===== config.mk =====
export PLATFORM = sky130hd
export DESIGN_NAME = dual_pointer_unit
export DESIGN_NICKNAME = d
export VERILOG_FILES = /design/src/rtl/dpu_pkg.sv /design/src/rtl/dpu_addr_decode.sv /design/src/rtl/dpu_pointer_reg.sv /design/src/rtl/dpu_select_reg.sv /design/src/rtl/dual_pointer_unit.sv
export SDC_FILE = /design/constraint.sdc
export NUM_CORES = 1
export LEC_CHECK = 0
export ABC_AREA = 1
export CAP_MARGIN = 20
export CORE_MARGIN = 2
export CORE_UTILIZATION = 35
export CTS_CLUSTER_DIAMETER = 80
export DETAILED_ROUTE_END_ITERATION = 8
export PLACE_DENSITY_LB_ADDON = 0.05
export SYNTH_ARGS = -nofsm -noshare
export SYNTH_HDL_FRONTEND = slang
export SYNTH_SLANG_ARGS = --single-unit

===== constraint.sdc =====
create_clock -name clk -period 1.7 [get_ports clk]
set_clock_uncertainty 0.2 [all_clocks]
set_input_delay 0.255 -clock clk [delete_from_list [all_inputs] [get_ports clk]]
set_output_delay 0.255 -clock clk [all_outputs]
set_load 0.005 [all_outputs]

===== src/rtl/dpu_pkg.sv =====
package dpu_pkg;
  localparam int unsigned DPU_NUM_PTR   = 2;
  localparam int unsigned DPU_BYTE_W    = 8;
  localparam int unsigned DPU_ADDR_W    = 8;
  localparam logic [7:0]  DPU_PTR_BASE  = 8'h82;
  localparam logic [7:0]  DPU_SEL_ADDR  = 8'h86;
endpackage


===== src/rtl/dpu_addr_decode.sv =====
module dpu_addr_decode #(
  parameter int unsigned ADDR_W  = 8,
  parameter int unsigned NUM_PTR = 2,
  parameter logic [ADDR_W-1:0] PTR_BASE = 8'h82,
  parameter logic [ADDR_W-1:0] SEL_ADDR = 8'h86
) (
  input  logic [ADDR_W-1:0]  addr,
  output logic [NUM_PTR-1:0] lo_hit,
  output logic [NUM_PTR-1:0] hi_hit,
  output logic               sel_hit,
  output logic               any_hit
);
  for (genvar i = 0; i < NUM_PTR; i++) begin : g_ptr_dec
    localparam logic [ADDR_W-1:0] LO_A = ADDR_W'(PTR_BASE + 2 * i);
    localparam logic [ADDR_W-1:0] HI_A = ADDR_W'(PTR_BASE + 2 * i + 1);
    assign lo_hit[i] = (addr == LO_A);
    assign hi_hit[i] = (addr == HI_A);
  end

  assign sel_hit = (addr == SEL_ADDR);
  assign any_hit = (|lo_hit) | (|hi_hit) | sel_hit;
endmodule


===== src/rtl/dpu_pointer_reg.sv =====
module dpu_pointer_reg #(
  parameter int unsigned BYTE_W = 8,
  localparam int unsigned PTR_W = 2 * BYTE_W
) (
  input  logic              clk,
  input  logic              rst,
  input  logic              wr_lo,
  input  logic              wr_hi,
  input  logic [BYTE_W-1:0] wdata,
  input  logic              load_en,
  input  logic [PTR_W-1:0]  load_val,
  input  logic              inc_en,
  output logic [PTR_W-1:0]  q
);
  always_ff @(posedge clk) begin
    if (rst) begin
      q <= '0;
    end else if (wr_lo || wr_hi) begin
      if (wr_lo) q[BYTE_W-1:0]     <= wdata;
      if (wr_hi) q[PTR_W-1:BYTE_W] <= wdata;
    end else if (load_en) begin
      q <= load_val;
    end else if (inc_en) begin
      q <= q + PTR_W'(1);
    end
  end

  assert_inc_step_R5: assert property (@(posedge clk) disable iff (rst)
    (inc_en && !load_en && !wr_lo && !wr_hi) |=> (q == $past(q) + PTR_W'(1)));

  assert_load_full_R6: assert property (@(posedge clk) disable iff (rst)
    (load_en && !wr_lo && !wr_hi) |=> (q == $past(load_val)));

  assert_idle_hold_R6: assert property (@(posedge clk) disable iff (rst)
    (!inc_en && !load_en && !wr_lo && !wr_hi) |=> $stable(q));

  assert_write_wins_lo_R8: assert property (@(posedge clk) disable iff (rst)
    (wr_lo && !wr_hi) |=>
      (q[PTR_W-1:BYTE_W] == $past(q[PTR_W-1:BYTE_W]) && q[BYTE_W-1:0] == $past(wdata)));

  assert_write_wins_hi_R8: assert property (@(posedge clk) disable iff (rst)
    (wr_hi && !wr_lo) |=>
      (q[BYTE_W-1:0] == $past(q[BYTE_W-1:0]) && q[PTR_W-1:BYTE_W] == $past(wdata)));
endmodule


===== src/rtl/dpu_select_reg.sv =====
module dpu_select_reg (
  input  logic clk,
  input  logic rst,
  input  logic wr_en,
  input  logic wr_bit,
  input  logic toggle,
  output logic sel
);
  always_ff @(posedge clk) begin
    if (rst)         sel <= 1'b0;
    else if (wr_en)  sel <= wr_bit;
    else if (toggle) sel <= ~sel;
  end

  assert_toggle_flips_R7: assert property (@(posedge clk) disable iff (rst)
    (toggle && !wr_en) |=> (sel != $past(sel)));

  assert_write_over_toggle_R10: assert property (@(posedge clk) disable iff (rst)
    (wr_en && toggle) |=> (sel == $past(wr_bit)));
endmodule


===== src/rtl/dual_pointer_unit.sv =====
module dual_pointer_unit
  import dpu_pkg::*;
#(
  parameter int unsigned BYTE_W = DPU_BYTE_W,
  parameter int unsigned ADDR_W = DPU_ADDR_W,
  parameter logic [ADDR_W-1:0] PTR_BASE = DPU_PTR_BASE,
  parameter logic [ADDR_W-1:0] SEL_ADDR = DPU_SEL_ADDR,
  localparam int unsigned PTR_W   = 2 * BYTE_W,
  localparam int unsigned NUM_PTR = DPU_NUM_PTR
) (
  input  logic              clk,
  input  logic              rst,
  input  logic [ADDR_W-1:0] sfr_addr,
  input  logic              sfr_we,
  input  logic [BYTE_W-1:0] sfr_wdata,
  input  logic              sfr_re,
  output logic [BYTE_W-1:0] sfr_rdata,
  output logic              sfr_hit,
  input  logic              ptr_inc,
  input  logic              ptr_load,
  input  logic [PTR_W-1:0]  load_val,
  input  logic              sel_toggle,
  output logic [PTR_W-1:0]  active_ptr,
  output logic              active_sel
);
  logic [NUM_PTR-1:0] lo_hit, hi_hit;
  logic               sel_hit, any_hit;
  logic               sel_q;
  logic [PTR_W-1:0]   ptr_q [NUM_PTR];
  logic [BYTE_W-1:0]  rd_c;

  dpu_addr_decode #(
    .ADDR_W(ADDR_W), .NUM_PTR(NUM_PTR), .PTR_BASE(PTR_BASE), .SEL_ADDR(SEL_ADDR)
  ) u_decode (
    .addr(sfr_addr), .lo_hit(lo_hit), .hi_hit(hi_hit),
    .sel_hit(sel_hit), .any_hit(any_hit)
  );

  dpu_select_reg u_select (
    .clk(clk), .rst(rst),
    .wr_en(sfr_we && sel_hit), .wr_bit(sfr_wdata[0]),
    .toggle(sel_toggle), .sel(sel_q)
  );

  for (genvar i = 0; i < NUM_PTR; i++) begin : g_ptr
    logic mine;
    assign mine = (sel_q == 1'(i));
    dpu_pointer_reg #(.BYTE_W(BYTE_W)) u_ptr (
      .clk(clk), .rst(rst),
      .wr_lo(sfr_we && lo_hit[i]), .wr_hi(sfr_we && hi_hit[i]),
      .wdata(sfr_wdata),
      .load_en(ptr_load && mine), .load_val(load_val),
      .inc_en(ptr_inc && mine),
      .q(ptr_q[i])
    );
  end

  always_comb begin
    rd_c = '0;
    for (int i = 0; i < NUM_PTR; i++) begin
      if (lo_hit[i]) rd_c = ptr_q[i][BYTE_W-1:0];
      if (hi_hit[i]) rd_c = ptr_q[i][PTR_W-1:BYTE_W];
    end
    if (sel_hit) rd_c = {{(BYTE_W-1){1'b0}}, sel_q};
  end

  always_ff @(posedge clk) begin
    if (rst || !sfr_re) begin
      sfr_rdata <= '0;
      sfr_hit   <= 1'b0;
    end else begin
      sfr_rdata <= rd_c;
      sfr_hit   <= any_hit;
    end
  end

  assign active_ptr = sel_q ? ptr_q[1] : ptr_q[0];
  assign active_sel = sel_q;

  assert_sel_upper_zero_R3: assert property (@(posedge clk) disable iff (rst)
    (sfr_re && sel_hit) |=> (sfr_rdata[BYTE_W-1:1] == '0 && sfr_hit));

  assert_unmapped_quiet_R9: assert property (@(posedge clk) disable iff (rst)
    (sfr_re && !any_hit) |=> (sfr_rdata == '0 && !sfr_hit));

  assert_idle_read_quiet_R9: assert property (@(posedge clk) disable iff (rst)
    (!sfr_re) |=> (sfr_rdata == '0 && !sfr_hit));

  assert_other_ptr_untouched_R6: assert property (@(posedge clk) disable iff (rst)
    (!sfr_we && !sel_toggle) |=> (sel_q ? $stable(ptr_q[0]) : $stable(ptr_q[1])));
endmodule


Word-level counts from Yosys, hierarchy flattened:

Cells that the tools add are included.

* flip-flop bits (word level): 42
* bits of input ports: 39
* output and inout bits: 26
* word-level logic and storage cells: 63

* $add $sub $neg: 2
* equal/unequal tests: 9
* mux-type cells: 18
* bitwise gates (word level): 3
* reductions and logical operators: 23

Operator list (count)
* $mux 16: 7
* $mux 8: 8
* $eq 8x8->1 const B: 5
* $add 16x1->16 const B: 2
* $logic_and 1x1->1: 9
* $ne 2x1->1 const B: 4
* $reduce_and 2->1: 4
* $reduce_bool 3->1: 2
* $reduce_or 2->1: 3
* $logic_or 1x1->1: 3
* $mux 1: 3
* $or 1x1->1: 2
* $reduce_bool 2->1: 1
* $logic_not 1->1: 1
* $not 1->1: 1

Longest topological paths before layout:

Gate-level depths: netlist of the first run.

* word-level depth: 6
* depth in mapped cells: 12
* gate-level depth less buffers: 11

Cells and area by module:

A second synthesis of the first run with hierarchy kept.

* cells, all modules: 581
* area total of the unflattened synthesis: 3573.4 um^2

Modules (own cells, without submodules)
* dpu_pointer_reg: instances 2, cells an instance 211, area an instance 1307.5 um^2, sequential area each 320.3 um^2
* dual_pointer_unit: instances 1, cells an instance 126, area an instance 794.5 um^2, sequential area each 180.2 um^2
* dpu_addr_decode: instances 1, cells an instance 24, area an instance 108.9 um^2, sequential area each 0.0 um^2
* dpu_select_reg: instances 1, cells an instance 9, area an instance 55.1 um^2, sequential area each 20.0 um^2

Worst setup path before layout of the first run:

No wires, ideal clock.

* path type: reg2reg
* from: register u_select.sel
* to: register g_ptr[1].u_ptr.q[5]
* library setup time: 0.117 ns
* data arrival time: 1.312 ns
* required time: 1.383 ns
* path slack: 0.071 ns
* cell stages (with the launch flop): 10
* buffers on the path: 2
* period minus slack after synthesis: 1.629 ns
* path through: dfxtp_1 > buf_2 > nand2_1 > nand2_1 > nand2_1 > nand2_1 > clkbuf_1 > o21ai_0 > nor2_1 > nor2_1

* word-level cells in the longest chain between the ends: 3
* elaborated cells on any way between the ends: 6
* classes of those cells: mux (2); reduce/logical (4)

RTL lines
* start: declaration: RTL line dpu_select_reg.sv:7 `output logic sel`
* start signal: assignment: RTL line dpu_select_reg.sv:11 `else if (wr_en) sel <= wr_bit;`
* start signal: assignment: RTL line dpu_select_reg.sv:12 `else if (toggle) sel <= ~sel;`
* $logic_and 1x1->1, on equally long branches: RTL line dual_pointer_unit.sv:53, dual_pointer_unit.sv:52
* $reduce_bool 3->1 (no line) or $mux 16 (tied branches)
* $reduce_and 2->1 (no line) or $mux 16 (tied branches)
* end signal: indexed assignment: RTL line dpu_pointer_reg.sv:20 `if (wr_hi) q[PTR_W-1:BYTE_W] <= wdata;`
* end signal: assignment: RTL line dpu_pointer_reg.sv:22 `q <= load_val;`
* end signal: assignment: RTL line dpu_pointer_reg.sv:24 `q <= q + PTR_W'(1);`
* end: declaration: RTL line dpu_pointer_reg.sv:13 `output logic [PTR_W-1:0] q`

Several ways; a longest one is shown, not always the timed one.
A chain may end at the register's enable or synchronous reset.

Final worst setup path of the first run:

* from: register u_select.sel
* to: output port active_ptr[3]

* word-level cells in the longest chain between the ends: 1

RTL lines
* $mux 16: RTL line dual_pointer_unit.sv:77 `assign active_ptr = sel_q ? ptr_q[1] : ptr_q[0];`
* end: declaration: RTL line dual_pointer_unit.sv:23 `output logic [PTR_W-1:0] active_ptr,`

Every way passes these cells.

==> results.cfg, run 1 <==
[status]
result_of_the_run = finished, violations left
failing_checks = negative setup slack

[power_and_ir_drop]
power.share.combinational = 0.460
clkPwrFrac = 0.227
switchingPower_w = 0.00146
internal-power_w = 0.00237
power.sequential.fraction = 0.314
static-leakage-power_nw = 2.92
ir_worst_vdd_uv = 308
total_power_w = 0.00383
power_per_cell_area_nw_per_um2 = 618
p_sw_frac = 0.381

[die]
die_y_um = 104
floorplan.die_area_um2 = 10800
io_pins = 65
fp-row-count = 36
dieWidth_um = 104
initial_core_util = 0.360
placeableCoreArea_um2 = 9730

[synthesis]
library_cell_with_the_highest_instance_count_after_synthesis = sky130_fd_sc_hd__nand2_1
syn-instance-count = 644
yosys-top-cells-area = sky130_fd_sc_hd__dfxtp_1 (24%), sky130_fd_sc_hd__nand2_1 (19%), sky130_fd_sc_hd__o21ai_0 (12%)
yosys_warnings = 0
synth-main-ff-cell = sky130_fd_sc_hd__dfxtp_1
synth-seq-area-share = 0.240
synth.top_cell.area_share = 0.240
ffs_latches_synth = 42
synth_nets = 685
proportion_of_synthesized_flip_flops_having_asynchronous_set_or_reset = 0
area_leader_netlist = sky130_fd_sc_hd__dfxtp_1
avgSynthCellArea_um2 = 5.43
netlist_area_um2 = 3500
netlist_top_cells_count = sky130_fd_sc_hd__nand2_1 (176), sky130_fd_sc_hd__nor2_1 (106), sky130_fd_sc_hd__o21ai_0 (84)
synth_edf_count = 0
yosys.cell_types.count = 28

[setup_path]
endpoint_kind = primary output
crit_required_ps = 1240
cp_cell_sequence = buf_12, clkbuf_16, o21ai_4, buf_2
cp-start-kind = flop
timing.setup.critical_path_class = reg2out
crit_fanout = 4
cp_slowest_cell = sky130_fd_sc_hd__dfxtp_4
critPathArrivalTime_ps = 1270
crit_path_max_incr_delay_ps = 370

[place]
gp_routability_congestion = 0.932
dpl-instance-area_um2 = 4900
placement.setup.worst_slack_ps = -511
buffer_ports.inserted = 64
placed_cells = 906
detailed_place_hpwl_mm = 11.5

[clock_tree]
cts_tree = done
path_clk_slew_ps = 90
clkLatencyLatePin_ps = 310
cts.htree.levels = 2
clockRootBuffer = sky130_fd_sc_hd__clkbuf_8
cts_inserted_buffers = 5
clk_path_buf_depth = 2
hold_buffers = 0
numClockSinks = 42

[route]
avgRoutedWirePerCell_um = 17.6
vias = 4921
final_antenna_net_count = 0
drt_first_iter_violations = 337
detailedRoute.firstPassIterationCount = 5
via_density_per_instance = 5.22
routed_wirelength_mm = 16.6
drc = 0

[global_routing]
pin_count_of_the_biggest_net_entering_global_routing = 31
gr-max-usage-layer = met2
grt_util_met3 = 0.0301
grtUsageMet1 = 0.382
grt_use_met2 = 0.474
grt_first_pass_wirelength_mm = 24.3
initial_antenna_violation_count = 0
grt_util_all_layers = 0.285
vias_in_the_first_global_route = 4541
grt_residual_overflow = 0

[layout]
diodes = 0
fin_cells = 942
area_delta_synth_final_pct = 77.2
ratio_of_cells_with_drive_above_1_in_the_final_layout = 0.372
final_nets = 850
post-route-cell-area_um2 = 6200

[timing]
postLayoutSetupSlackWorst_ps = -29.7
worst_max_slew_margin_expressed_relative_to_the_limit = 0.707
hold_viol = 0
fmaxAchievable_ghz = 0.578
unrepaired_setup_endpoints_after_global_routing = true
post-route-min-period_ps = 1730
timing.final.setup_violations = 4
final_max_tran_viols = 0
finalCritPeriodShare = 1.02
worst_slew_pin_slew_ps = 439

[run]
max-cap-violations = 0

[worst_hold_path]
hp-class = in2reg
## sequential cells by signal (all words and copies together) (netlist names)
| name | cells |
|---|---|
| sfr_hit | 1 |
| g_ptr.u_ptr.q | 32 |
| u_select.sel | 1 |
| sfr_rdata | 8 |
## cell families (layout without fill, tap and decap cells)
| family | Yosys count | in the layout | share of synthesized area |
|---|---|---|---|
| compound gates | 115 | 115 | 0.166 |
| xor+xnor | 7 | 7 | 0.0175 |
| fa+ha+maj | 2 | 2 | 0.00715 |
| buf+inv | 108 | 270 | 0.122 |
| flops | 42 | 42 | 0.240 |
| simple gates | 370 | 373 | 0.447 |
## cell usage in the layout (no fill, tap or decap), types with 6 or more instances in the layout
cell type and count:
sky130_fd_sc_hd__a21oi_1 14, sky130_fd_sc_hd__clkbuf_16 7, sky130_fd_sc_hd__dfxtp_1 30, sky130_fd_sc_hd__o21ai_0 28, sky130_fd_sc_hd__nor2_4 8, sky130_fd_sc_hd__nand2_8 12, sky130_fd_sc_hd__buf_2 16, sky130_fd_sc_hd__nand2_4 12
sky130_fd_sc_hd__nand2_1 134, sky130_fd_sc_hd__dlygate4sd2_1 7, sky130_fd_sc_hd__nor2_1 87, sky130_fd_sc_hd__o21ai_1 25, sky130_fd_sc_hd__nand4_1 6, sky130_fd_sc_hd__a21oi_2 11, sky130_fd_sc_hd__nand2_2 30, sky130_fd_sc_hd__buf_4 84
sky130_fd_sc_hd__clkdlybuf4s50_1 38, sky130_fd_sc_hd__dfxtp_2 9, sky130_fd_sc_hd__nor2_2 14, sky130_fd_sc_hd__inv_2 6, sky130_fd_sc_hd__buf_6 12, sky130_fd_sc_hd__nand3_2 12, sky130_fd_sc_hd__nand3_1 43, sky130_fd_sc_hd__o21ai_2 28
sky130_fd_sc_hd__clkbuf_8 6, sky130_fd_sc_hd__inv_1 73, sky130_fd_sc_hd__buf_12 8
## stage by stage
step | hold slack (ps) | utilization | setup TNS (ps)
6_report | 356 | 0.637 | -33.0
5_1_grt | 378 | 0.637 | -826
4_1_cts | 354 | 0.561 | -41.8
3_5_place_dp | 418 | 0.504 | -19170
3_3_place_gp | 407 | 0.504 | -19100
2_1_floorplan | 194 | - | 0
## area by class of cell
cell class / instances / area [um2]
multi-input combinational: 497 / 2960
fill: 952 / 3530
sequential: 42 / 863
inverter: 84 / 339
clock buffer: 6 / 82.6
clock inverter: 1 / 30.0
timing repair buffer: 179 / 1760
tap: 133 / 166
## what timing repair did
action | CTS | global route
cloned | 6 | 9
buffers inserted | 6 | 8
gates resized for setup | 180 | 175
endpoints found under the setup margin | 57 | 56
pin swaps | 19 | 54
## worst paths after layout
path	start	endpoint	slack, ps	cells after the start
worst max register to register	u_select.sel	g_ptr[0].u_ptr.q[7]	0	10
worst min register to register	g_ptr[1].u_ptr.q[4]	g_ptr[1].u_ptr.q[4]	420	2
worst min-delay path	sfr_re	sfr_hit	360	3
worst max-delay path	u_select.sel	active_ptr[3]	-30	4
## power by group through the flow
stage | Clock (W) | Sequential, W | Combinational (W)
floorplan | 0 | 0.00119 | 0.000608
global placement | 0 | 0.00119 | 0.00126
detailed placement | 0 | 0.00119 | 0.00126
CTS | 0.000866 | 0.00118 | 0.00142
global route | 0.000910 | 0.00121 | 0.00188
finish | 0.000868 | 0.00120 | 0.00176
## layer usage
| layer | part of all wire | up-vias |
|---|---|---|
| met5 | 0 | - |
| met4 | 0.029 | 0 |
| met3 | 0.051 | 38 |
| met2 | 0.49 | 169 |
| met1 | 0.43 | 2334 |
| li1 | - | 2380 |
## worst max-delay path: cells and delay by family, from the launching register on
kind	cells	cell delay [ps]
buffers and inverters	3	450
DFF	1	370
AOI/OAI and AO/OA	1	150
Note: power is estimated with default switching activity, not from simulation.
==> run 2: changes to the inputs <==
--- a/config.mk
+++ b/config.mk
@@ -6,7 +6,6 @@
 export NUM_CORES = 1
 export LEC_CHECK = 0
 export ABC_AREA = 1
-export CAP_MARGIN = 20
 export CORE_MARGIN = 2
 export CORE_UTILIZATION = 35
 export CTS_CLUSTER_DIAMETER = 80
==> results of run 2 <==
No change in the layout: final DEF, timing and power equal those of run 1.
==> run 3: changes to the inputs <==
--- a/config.mk
+++ b/config.mk
@@ -6,6 +6,7 @@
 export NUM_CORES = 1
 export LEC_CHECK = 0
 export ABC_AREA = 1
+export CORE_ASPECT_RATIO = 1.75
 export CORE_MARGIN = 2
 export CORE_UTILIZATION = 35
 export CTS_CLUSTER_DIAMETER = 80
==> run 3 against run 2 <==
Global-route usage is 0.25 points higher. The run now ends clean. First-iteration DRC count is 18% lower. Worst hold slack lost 150 ps. Largest power group unchanged. Critical endpoint is now g_ptr[1].u_ptr.q[5].
==> results.cfg, run 3 (same netlist as run 1, synthesis figures left out) <==
[route]
avgRoutedWirePerCell_um = 17.3
via_density_per_instance = 5.19
vias = 4834
drc = 0
detailedRoute.firstPassIterationCount = 5
final_antenna_net_count = 0
routed_wirelength_mm = 16.1
drt_first_iter_violations = 277

[worst_hold_path]
worst_hold_path.endpoint = sfr_hit
min_delay_startpoint = sfr_addr[0]
worstHoldPathCells = 4
hp-class = in2reg

[timing]
worst_slew_pin_slew_ps = 340
hold_viol = 0
unrepaired_setup_endpoints_after_global_routing = true
postLayoutSetupSlackWorst_ps = 21.8
holdWs_ps = 208
post-route-min-period_ps = 1680
fmaxAchievable_ghz = 0.596
final_max_tran_viols = 0
finalCritPeriodShare = 0.987
worst_max_slew_margin_expressed_relative_to_the_limit = 0.773
timing.final.setup_violations = 0
setup_total_negative_slack_ps = 0

[place]
placement.setup.worst_slack_ps = -520
gp_routability_congestion = 0.921
dpl-instance-area_um2 = 4970
buffer_ports.inserted = 64
detailed_place_hpwl_mm = 12.0

[clock_tree]
numClockSinks = 42
hold_buffers = 0
clkLatencyLatePin_ps = 300
cts_tree = done
cts_inserted_buffers = 5
path_clk_slew_ps = 70
clockRootBuffer = sky130_fd_sc_hd__clkbuf_16
clk_path_buf_depth = 2
cts.htree.levels = 2

[setup_path]
regToRegStartpoint = u_select.sel
critPathArrivalTime_ps = 1660
reg2reg_to = g_ptr[1].u_ptr.q[5]
crit_fanout = 7
crit_required_ps = 1680
timing.setup.critical_path_class = in2reg
reg2reg_setup_slack_ps = 60
logic_depth_of_the_worst_setup_path_including_buffers = 12
cp_slowest_cell = sky130_fd_sc_hd__nor2_4
cp-start-kind = input port
critical_path.top_delay_family = simple AND/OR/NAND/NOR gates
cp_common_cell = sky130_fd_sc_hd__nor2_1
endpoint_kind = flop
startpoint = sfr_addr[4]
crit_path_max_incr_delay_ps = 240
r2r_cells = 10
cp_cell_sequence = clkdlybuf4s15_1, inv_1, nand2_2, nor2_4, nand2_2, nor2_4, nand2_4, clkbuf_16, o21ai_0, nor2_1, nor2_1, nor2_1
cp_num_buf_inv = 3

[die]
dieWidth_um = 79.6
placeableCoreArea_um2 = 9790
floorplan.die_area_um2 = 10800
die_y_um = 136
fp-row-count = 48
io_pins = 65
initial_core_util = 0.357

[power_and_ir_drop]
internal-power_w = 0.00238
p_sw_frac = 0.362
static-leakage-power_nw = 2.84
clkPwrFrac = 0.273
power_per_cell_area_nw_per_um2 = 639
switchingPower_w = 0.00135
power.sequential.fraction = 0.326
power.share.combinational = 0.401
ir_worst_vdd_uv = 362

[layout]
largest_register_ff_count = 32
biggestRegsByFlops = g_ptr.u_ptr.q x32, sfr_rdata x8
area_delta_synth_final_pct = 67.0
commonest_cells_after_routing_fill_and_taps_aside = sky130_fd_sc_hd__nand2_1 (148), sky130_fd_sc_hd__nor2_1 (88), sky130_fd_sc_hd__buf_4 (87), sky130_fd_sc_hd__inv_1 (74), sky130_fd_sc_hd__nand3_1 (51)
top_register = g_ptr.u_ptr.q
post-route-cell-area_um2 = 5840
final_nets = 846
final_core_util = 0.597
layout.cells.most_common = sky130_fd_sc_hd__nand2_1
ratio_of_cells_with_drive_above_1_in_the_final_layout = 0.321

[global_routing]
grt_first_pass_wirelength_mm = 23.4
grt_util_all_layers = 0.287
vias_in_the_first_global_route = 4565
grt_residual_overflow = 0
initial_antenna_violation_count = 1
pin_count_of_the_biggest_net_entering_global_routing = 31

[run]
max-cap-violations = 0

[status]
result_of_the_run = complete, no violations
## run 3: cell types whose count changed in the layout (fill, tap and decap cells not counted), moves of 5 or more
| cell | previous run | this run |
|---|---|---|
| sky130_fd_sc_hd__nand2_1 | 134 | 148 |
| sky130_fd_sc_hd__dfxtp_1 | 30 | 24 |
| sky130_fd_sc_hd__o21ai_2 | 28 | 17 |
| sky130_fd_sc_hd__a21oi_2 | 11 | 4 |
| sky130_fd_sc_hd__nand3_2 | 12 | 4 |
| sky130_fd_sc_hd__nand2_2 | 30 | 22 |
| sky130_fd_sc_hd__nand3_1 | 43 | 51 |
| sky130_fd_sc_hd__nand2_8 | 12 | 3 |
| sky130_fd_sc_hd__a21oi_1 | 14 | 21 |
| sky130_fd_sc_hd__clkbuf_8 | 6 | 1 |
| sky130_fd_sc_hd__o21ai_1 | 25 | 34 |
## run 3: area by class of cell
cell class                      instances  area, um2
Tap cell                              125        156
Timing Repair Buffer                  177       1670
Multi-Input combinational cell        495       2670
Clock buffer                            7        143
Sequential cell                        42        878
Fill cell                             979       3950
Inverter                               84        318
Clock inverter                          1       5.00
Antenna cell                            1       2.50
## run 3: worst max path at each step
stage / to / slack [ps]
finish: g_ptr[1].u_ptr.q[5] / 20
detailed placement: sfr_rdata[0] / -520
CTS: active_ptr[7] / -90
global placement: sfr_rdata[0] / -520
global route: g_ptr[0].u_ptr.q[12] / -80
floorplan: g_ptr[1].u_ptr.q[5] / 70
## run 3: power groups by stage
stage               Sequential, W  Combinational (W)  Clock [W]
floorplan                 0.00119           0.000608          0
global placement          0.00121            0.00127          0
detailed placement        0.00121            0.00128          0
CTS                       0.00120            0.00134    0.00102
global route              0.00123            0.00164    0.00107
finish                    0.00122            0.00150    0.00102
## run 3: per-layer routing
| metal | vias up | routed length [um] | GRT usage |
|---|---|---|---|
| met5 | - | 0 | 0 |
| met4 | 0 | 934 | 0.148 |
| met3 | 63 | 576 | 0.0272 |
| met2 | 161 | 8660 | 0.527 |
| met1 | 2229 | 5960 | 0.321 |
| li1 | 2381 | - | - |
## run 3: what timing repair did
item / CTS / global route
pin swaps: 15 / 37
setup buffers: 4 / 6
resized for setup: 138 / 158
setup endpoints to repair: 57 / 49
cloned: 2 / 7
## run 3: stage by stage
step,power (W),instances
6_report,0.00374,932
4_1_cts,0.00356,918
5_1_grt,0.00394,932
2_1_floorplan,0.00180,644
3_3_place_gp,0.00247,904
3_5_place_dp,0.00248,904
## run 3: worst register-to-register path: cells and delay by family (launching register included)
kind / cells / cell delay (ps)
buf+inv: 3 / 400
compound gates: 1 / 80
simple gates: 6 / 460
flops: 1 / 380
